`config.mk`:
```
export PLATFORM = sky130hd
export DESIGN_NAME = muxad_rd_ctrl
export DESIGN_NICKNAME = d
export VERILOG_FILES = /design/src/rtl/muxad_pkg.sv /design/src/rtl/muxad_seq.sv /design/src/rtl/muxad_pads.sv /design/src/rtl/muxad_rd_ctrl.sv
export SDC_FILE = /design/constraint.sdc
export NUM_CORES = 1
export LEC_CHECK = 0
export ABC_AREA = 1
export BUFFER_PORTS_ARGS = -buffer_cell sky130_fd_sc_hd__buf_2
export CAP_MARGIN = 25
export CORE_UTILIZATION = 27
export DETAILED_ROUTE_END_ITERATION = 16
export GPL_ROUTABILITY_DRIVEN = 0
export GPL_TIMING_DRIVEN = 1
export PLACE_DENSITY_LB_ADDON = 0.2
export SLEW_MARGIN = 20
export SYNTH_ARGS = -nofsm -noshare
export SYNTH_HDL_FRONTEND = slang
export SYNTH_SLANG_ARGS = --single-unit
```
`constraint.sdc`:
```
create_clock -name clk -period 1.6 [get_ports clk]
set_input_delay 0.08 -clock clk [delete_from_list [all_inputs] [get_ports clk]]
set_output_delay 0.08 -clock clk [all_outputs]
set_load 0.03 [all_outputs]
```
`src/rtl/muxad_pkg.sv`:
```
package muxad_pkg;

    typedef enum logic [2:0] {
        PH_IDLE  = 3'd0,
        PH_ALE   = 3'd1,
        PH_AHOLD = 3'd2,
        PH_STRB  = 3'd3,
        PH_DHOLD = 3'd4,
        PH_XHOLD = 3'd5,
        PH_DONE  = 3'd6
    } phase_e;

endpackage

```
`src/rtl/muxad_seq.sv`:
```
module muxad_seq
    import muxad_pkg::*;
#(
    parameter int AW      = 16,
    parameter int DCW     = 4,
    parameter int ALE_CYC = 2
) (
    input  logic           clk,
    input  logic           rst_n,
    input  logic           req_i,
    input  logic [AW-1:0]  addr_i,
    input  logic [DCW-1:0] dcyc_i,
    input  logic           hold_en_i,
    input  logic           ale_low_i,
    output phase_e         phase_o,
    output logic [AW-1:0]  addr_o,
    output logic           pol_o,
    output logic           cap_o
);

    localparam int CW = DCW + 1;

    typedef struct packed {
        phase_e         ph;
        logic [CW-1:0]  cnt;
        logic [DCW-1:0] dcyc;
        logic           hold;
        logic           pol;
        logic [AW-1:0]  addr;
    } seq_s;

    seq_s st_d, st_q;

    always_comb begin
        st_d = st_q;
        unique case (st_q.ph)
            PH_IDLE: begin
                if (req_i) begin
                    st_d.ph   = PH_ALE;
                    st_d.cnt  = CW'(ALE_CYC - 1);
                    st_d.dcyc = (dcyc_i == '0) ? DCW'(1) : dcyc_i;
                    st_d.hold = hold_en_i;
                    st_d.pol  = ale_low_i;
                    st_d.addr = addr_i;
                end
            end
            PH_ALE: begin
                if (st_q.cnt == '0) st_d.ph  = PH_AHOLD;
                else                st_d.cnt = st_q.cnt - CW'(1);
            end
            PH_AHOLD: begin
                st_d.ph  = PH_STRB;
                st_d.cnt = CW'(st_q.dcyc) - CW'(1);
            end
            PH_STRB: begin
                if (st_q.cnt == '0) st_d.ph  = PH_DHOLD;
                else                st_d.cnt = st_q.cnt - CW'(1);
            end
            PH_DHOLD: st_d.ph = st_q.hold ? PH_XHOLD : PH_DONE;
            PH_XHOLD: st_d.ph = PH_DONE;
            PH_DONE:  st_d.ph = PH_IDLE;
            default:  st_d.ph = PH_IDLE;
        endcase
    end

    always_ff @(posedge clk or negedge rst_n) begin
        if (!rst_n) begin
            st_q <= '{ph: PH_IDLE, cnt: '0, dcyc: '0, hold: 1'b0, pol: 1'b0, addr: '0};
        end else begin
            st_q <= st_d;
        end
    end

    assign phase_o = st_q.ph;
    assign addr_o  = st_q.addr;
    assign pol_o   = st_q.pol;
    assign cap_o   = (st_q.ph == PH_STRB) && (st_q.cnt == '0);

    // sampled settings frozen while an access runs
    a_r11_frozen: assert property (@(posedge clk) disable iff (!rst_n)
        (st_q.ph != PH_IDLE && $past(st_q.ph) != PH_IDLE)
            |-> ($stable(st_q.addr) && $stable(st_q.pol) && $stable(st_q.hold)));

    // latch phase lasts at least two cycles
    a_r3_ale_two: assert property (@(posedge clk) disable iff (!rst_n)
        (st_q.ph == PH_ALE && $past(st_q.ph) != PH_ALE) |=> (st_q.ph == PH_ALE));

    // the stored count is never zero once an access runs
    a_r12_count_nonzero: assert property (@(posedge clk) disable iff (!rst_n)
        (st_q.ph == PH_AHOLD) |-> (st_q.dcyc != '0));

endmodule

```
`src/rtl/muxad_pads.sv`:
```
module muxad_pads
    import muxad_pkg::*;
#(
    parameter int AW = 16,
    parameter int DW = 8
) (
    input  logic             clk,
    input  logic             rst_n,
    input  phase_e           phase_i,
    input  logic [AW-1:0]    addr_i,
    input  logic             pol_i,
    input  logic             cap_i,
    input  logic [DW-1:0]    ad_i,
    output logic             ale_o,
    output logic             rd_n_o,
    output logic             wr_n_o,
    output logic [AW-1:0]    ad_o,
    output logic [AW/DW-1:0] ad_oe_o,
    output logic [DW-1:0]    rdata_o,
    output logic             done_o
);

    localparam int LANES = AW / DW;

    logic          ale_act;
    logic          addr_phase;
    logic          upper_phase;
    logic [DW-1:0] rdata_d, rdata_q;

    always_comb begin
        ale_act     = (phase_i == PH_ALE);
        addr_phase  = (phase_i == PH_ALE) || (phase_i == PH_AHOLD);
        upper_phase = addr_phase || (phase_i == PH_STRB) || (phase_i == PH_DHOLD);
        rdata_d     = cap_i ? ad_i : rdata_q;
    end

    always_ff @(posedge clk or negedge rst_n) begin
        if (!rst_n) rdata_q <= '0;
        else        rdata_q <= rdata_d;
    end

    genvar g;
    generate
        for (g = 0; g < LANES; g++) begin : g_lane
            if (g == 0) begin : g_data_lane
                assign ad_oe_o[g] = addr_phase;
            end else begin : g_addr_lane
                assign ad_oe_o[g] = upper_phase;
            end
        end
    endgenerate

    assign ale_o   = ale_act ^ pol_i;
    assign rd_n_o  = (phase_i != PH_STRB);
    assign wr_n_o  = 1'b1;
    assign ad_o    = (phase_i == PH_IDLE) ? '0 : addr_i;
    assign rdata_o = rdata_q;
    assign done_o  = (phase_i == PH_DONE);

    // idle means nothing driven and no strobe
    a_r1_idle_quiet: assert property (@(posedge clk) disable iff (!rst_n)
        (phase_i == PH_IDLE) |-> (ad_oe_o == '0 && rd_n_o && !done_o));

    // no read strobe in the cycle the latch ends
    a_r4_gap_after_ale: assert property (@(posedge clk) disable iff (!rst_n)
        $fell(ale_act) |-> (rd_n_o && ad_oe_o[0]));

    // low lane released and high lane driven while reading
    a_r6_lane_split: assert property (@(posedge clk) disable iff (!rst_n)
        !rd_n_o |-> (!ad_oe_o[0] && ad_oe_o[LANES-1]));

    // high lane held one cycle after the strobe ends
    a_r8_upper_hold: assert property (@(posedge clk) disable iff (!rst_n)
        $rose(rd_n_o) |-> (ad_oe_o[LANES-1] && !ad_oe_o[0]));

    // byte captured at the strobe's rising edge
    a_r7_capture: assert property (@(posedge clk) disable iff (!rst_n)
        $rose(rd_n_o) |-> (rdata_o == $past(ad_i)));

    // completion pulse is a single cycle
    a_r10_done_pulse: assert property (@(posedge clk) disable iff (!rst_n)
        done_o |=> !done_o);

endmodule

```
`src/rtl/muxad_rd_ctrl.sv`:
```
module muxad_rd_ctrl
    import muxad_pkg::*;
#(
    parameter int AW      = 16,
    parameter int DW      = 8,
    parameter int DCW     = 4,
    parameter int ALE_CYC = 2
) (
    input  logic             clk,
    input  logic             rst_n,
    input  logic             req_i,
    input  logic [AW-1:0]    addr_i,
    input  logic [DCW-1:0]   dcyc_i,
    input  logic             hold_en_i,
    input  logic             ale_low_i,
    output logic [DW-1:0]    rdata_o,
    output logic             done_o,
    output logic             ale_o,
    output logic             rd_n_o,
    output logic             wr_n_o,
    output logic [AW-1:0]    ad_o,
    output logic [AW/DW-1:0] ad_oe_o,
    input  logic [DW-1:0]    ad_i
);

    phase_e        phase_w;
    logic [AW-1:0] addr_w;
    logic          pol_w;
    logic          cap_w;

    muxad_seq #(
        .AW      (AW),
        .DCW     (DCW),
        .ALE_CYC (ALE_CYC)
    ) seq_i (
        .clk       (clk),
        .rst_n     (rst_n),
        .req_i     (req_i),
        .addr_i    (addr_i),
        .dcyc_i    (dcyc_i),
        .hold_en_i (hold_en_i),
        .ale_low_i (ale_low_i),
        .phase_o   (phase_w),
        .addr_o    (addr_w),
        .pol_o     (pol_w),
        .cap_o     (cap_w)
    );

    muxad_pads #(
        .AW (AW),
        .DW (DW)
    ) pads_i (
        .clk     (clk),
        .rst_n   (rst_n),
        .phase_i (phase_w),
        .addr_i  (addr_w),
        .pol_i   (pol_w),
        .cap_i   (cap_w),
        .ad_i    (ad_i),
        .ale_o   (ale_o),
        .rd_n_o  (rd_n_o),
        .wr_n_o  (wr_n_o),
        .ad_o    (ad_o),
        .ad_oe_o (ad_oe_o),
        .rdata_o (rdata_o),
        .done_o  (done_o)
    );

endmodule

```
==> metrics <==
Synth area leader=dfrtp_1; global-route wire length before repair=7430 µm; r2r endpoint=seq_i.st_q[26]; Final Core Density=between 40% and 50%; DIE WIDTH=87.0 µm; CP max FO=16; logic gate share of total power=a little under two thirds; clk_skew=0.00198 ns; post-synth top area share=48.7%; Layout area overhead=41.9%; arrival time at the worst endpoint=1.43 ns; vias in the first global route=1625; P_leak=1.42 nW; Pwr Total=6.47 mW; Slew Limit Fails=0; R2R setup slack=0.12 ns; worst hold margin=about 0.011 ns; Worst Hold Endpoint=seq_i.st_q[19]; CTS Buffer Depth=2; count of cell types in the netlist=27; setup repair after global routing missed its margin=no; WS Path Type=reg2out; antenna diode count=0; Total GRT Usage=between 10% and 20%; data required time of the worst path=1.52 ns; Reg clk slew, reported paths=~0.08 ns; DIE AREA=between 7000 and 8000 µm²; top-count cell post-synth=nand2_1; M2 GR Usage=19.8%; Boundary Pins=63; number of antenna violations at the first check in global routing=0; R2R depth=10; layout cell share with drive strength beyond 1=32.9%; TNS Setup=0 ns; switch share=approximately half; Seq cells post-synth=38; maxcap violations=0; gr ovfl total=0; Synth Cell Area=1950 µm²; clk sinks=38; Worst setup SP type=flop; crit path time final=1.51 ns; root cell of the clock tree=clkbuf_8; Post-Syn Instances=242; top cells by count, synth=nand2_1 (64), dfrtp_1 (38), inv_1 (31); total wire length=4370 µm; initial core utilization=28.3%; Area contributors post-synth=dfrtp_1 (49%), nand2_1 (12%), inv_1 (6.0%); TritonCTS buffer count=5; power density cells=between 2000 and 2500 nW/µm²; drt initial violations=74; Pint=3.24 mW; CTS tree=yes; Hold Crit Start=dcyc_i[1]; Post-DP HPWL=about 3000 µm; final hold vios=0; EDFF count, synth=0; drt pass-1 iters=4; Die H=about 87 µm; met3 Resource Use GR=4.27%; # port buffers=61; power share of the clock group=between 10% and 20%; drt wl/cell=10.2 µm; asr flop ratio synth=100%; Hold Crit Class=in2reg; total core area=6910 µm²; sw power=3.23 mW; Post-Syn Nets=276; Synth Flop Type=dfrtp_1; final setup margin=0.0923 ns; crit share post-route=94.2%; largest net degree at the start of global routing=39; via count=1730; Most Crowded Layer GR=met2; Seq/Total Area, Yosys=around half; Nets=approximately 370; Flop pwr share=25.6%; clock latency on the worst-skew pair=0.29 ns; Vias/cell=4.02; antenna viol nets, final=0; DRC Markers=0; WHS Path Cells=3; Setup crit end kind=primary output; met1 usage=16.8%; H-Tree Depth=2; Syn. warnings=0; post-synthesis average cell area=8.07 µm²; setup violators final=0; Peak VDD IR=843 µV; Fmax achieved=approximately 660 MHz; Crit Reg-Reg Startpoint=seq_i.phase_o[0]; status=complete, no violations; Setup WS pre-CTS=0.0735 ns; row count=30
[registers in the layout (all words and copies together) (netlist names)]
register,flops
seq_i.addr_o,16
seq_i.st_q,10
pads_i.rdata_o,8
seq_i.phase_o,3
seq_i.pol_o,1
[final cells by class]
class	count	area [µm²]
sequential	38	953
multi-input combinational	157	812
clock buffer	6	82.6
timing repair buffer	96	657
clock inverter	2	12.5
fill	714	4140
tap	96	120
inverter	35	131
[critical path, cell delays in order, from the launching register on]
cell and delay (ns):
dfrtp_2 0.45, nor2_4 0.14, nand2_2 0.09, inv_2 0.09, buf_12 0.14, nor2_1 0.05, buf_2 0.17
[placed cells by master, fill, tap and decap left out]
cell | netlist | routed
a21oi_2 | 1 | 1
buf_12 | 0 | 2
buf_2 | 4 | 60
buf_4 | 4 | 11
buf_6 | 2 | 3
clkbuf_8 | 0 | 6
clkinv_2 | 0 | 1
clkinvlp_4 | 0 | 1
conb_1 | 1 | 1
dfrtp_1 | 38 | 36
dfrtp_2 | 0 | 2
dlygate4sd3_1 | 0 | 20
ha_2 | 0 | 1
inv_1 | 31 | 30
inv_2 | 4 | 5
nand2_1 | 64 | 62
nand2_2 | 4 | 6
nand2_4 | 2 | 1
nand2_8 | 0 | 1
nand3_1 | 21 | 21
nand3_4 | 2 | 2
nand4_1 | 1 | 1
nor2_1 | 23 | 22
nor2_4 | 5 | 6
nor3_1 | 2 | 2
nor3_4 | 1 | 1
o2111ai_1 | 1 | 1
o21ai_0 | 22 | 22
o21ai_1 | 3 | 3
o221ai_1 | 1 | 1
xnor2_1 | 1 | 1
xor2_1 | 1 | 1
[how the worst max path moves through the flow]
stage	startpoint	endpoint	depth (start not counted)
2_1_floorplan	seq_i.phase_o[2]	seq_i.st_q[26]	10
3_3_place_gp	seq_i.phase_o[2]	seq_i.st_q[26]	10
3_5_place_dp	seq_i.phase_o[2]	seq_i.st_q[26]	10
4_1_cts	seq_i.phase_o[1]	ad_oe_o[1]	6
5_1_grt	seq_i.phase_o[0]	seq_i.st_q[26]	10
6_report	seq_i.phase_o[0]	ad_o[12]	6
[power groups by stage]
stage | Sequential [mW] | Clock (mW) | Combinational [mW]
2_1_floorplan | 1.84 | 0 | 2.73
3_3_place_gp | 1.69 | 0 | 3.75
3_5_place_dp | 1.68 | 0 | 3.77
4_1_cts | 1.65 | 0.734 | 3.92
5_1_grt | 1.72 | 0.777 | 4.57
6_report | 1.66 | 0.701 | 4.11
[stage by stage]
step	instances	instance area (µm²)
2_1_floorplan	242	1950
6_report	430	2770
4_1_cts	428	2710
3_3_place_gp	397	2380
5_1_grt	430	2770
3_5_place_dp	397	2380
[what timing repair did]
item	in CTS	in global routing
hold buffers	20	0
gates resized for setup	3	14
buffers inserted	3	2
setup endpoints to repair	19	21
endpoints found under the hold margin	57	0
pin swaps	0	3
[metal layers]
layer,share of wire [%],routed length (µm)
met1,48,2110
met5,0,0
met4,1.1,48
met2,45,1940
met3,6.0,262
[logic make-up after synthesis]
group / share of synthesized area, %
buffers and inverters: 10.9
flip-flops: 48.7
AND/OR/NAND/NOR: 30.9
XOR/XNOR: 0.898
other: 0.192
AO/OA/AOI/OAI: 7.76
adder cells (fa/ha/maj): 0.641
(Power assumes the default switching activity.)
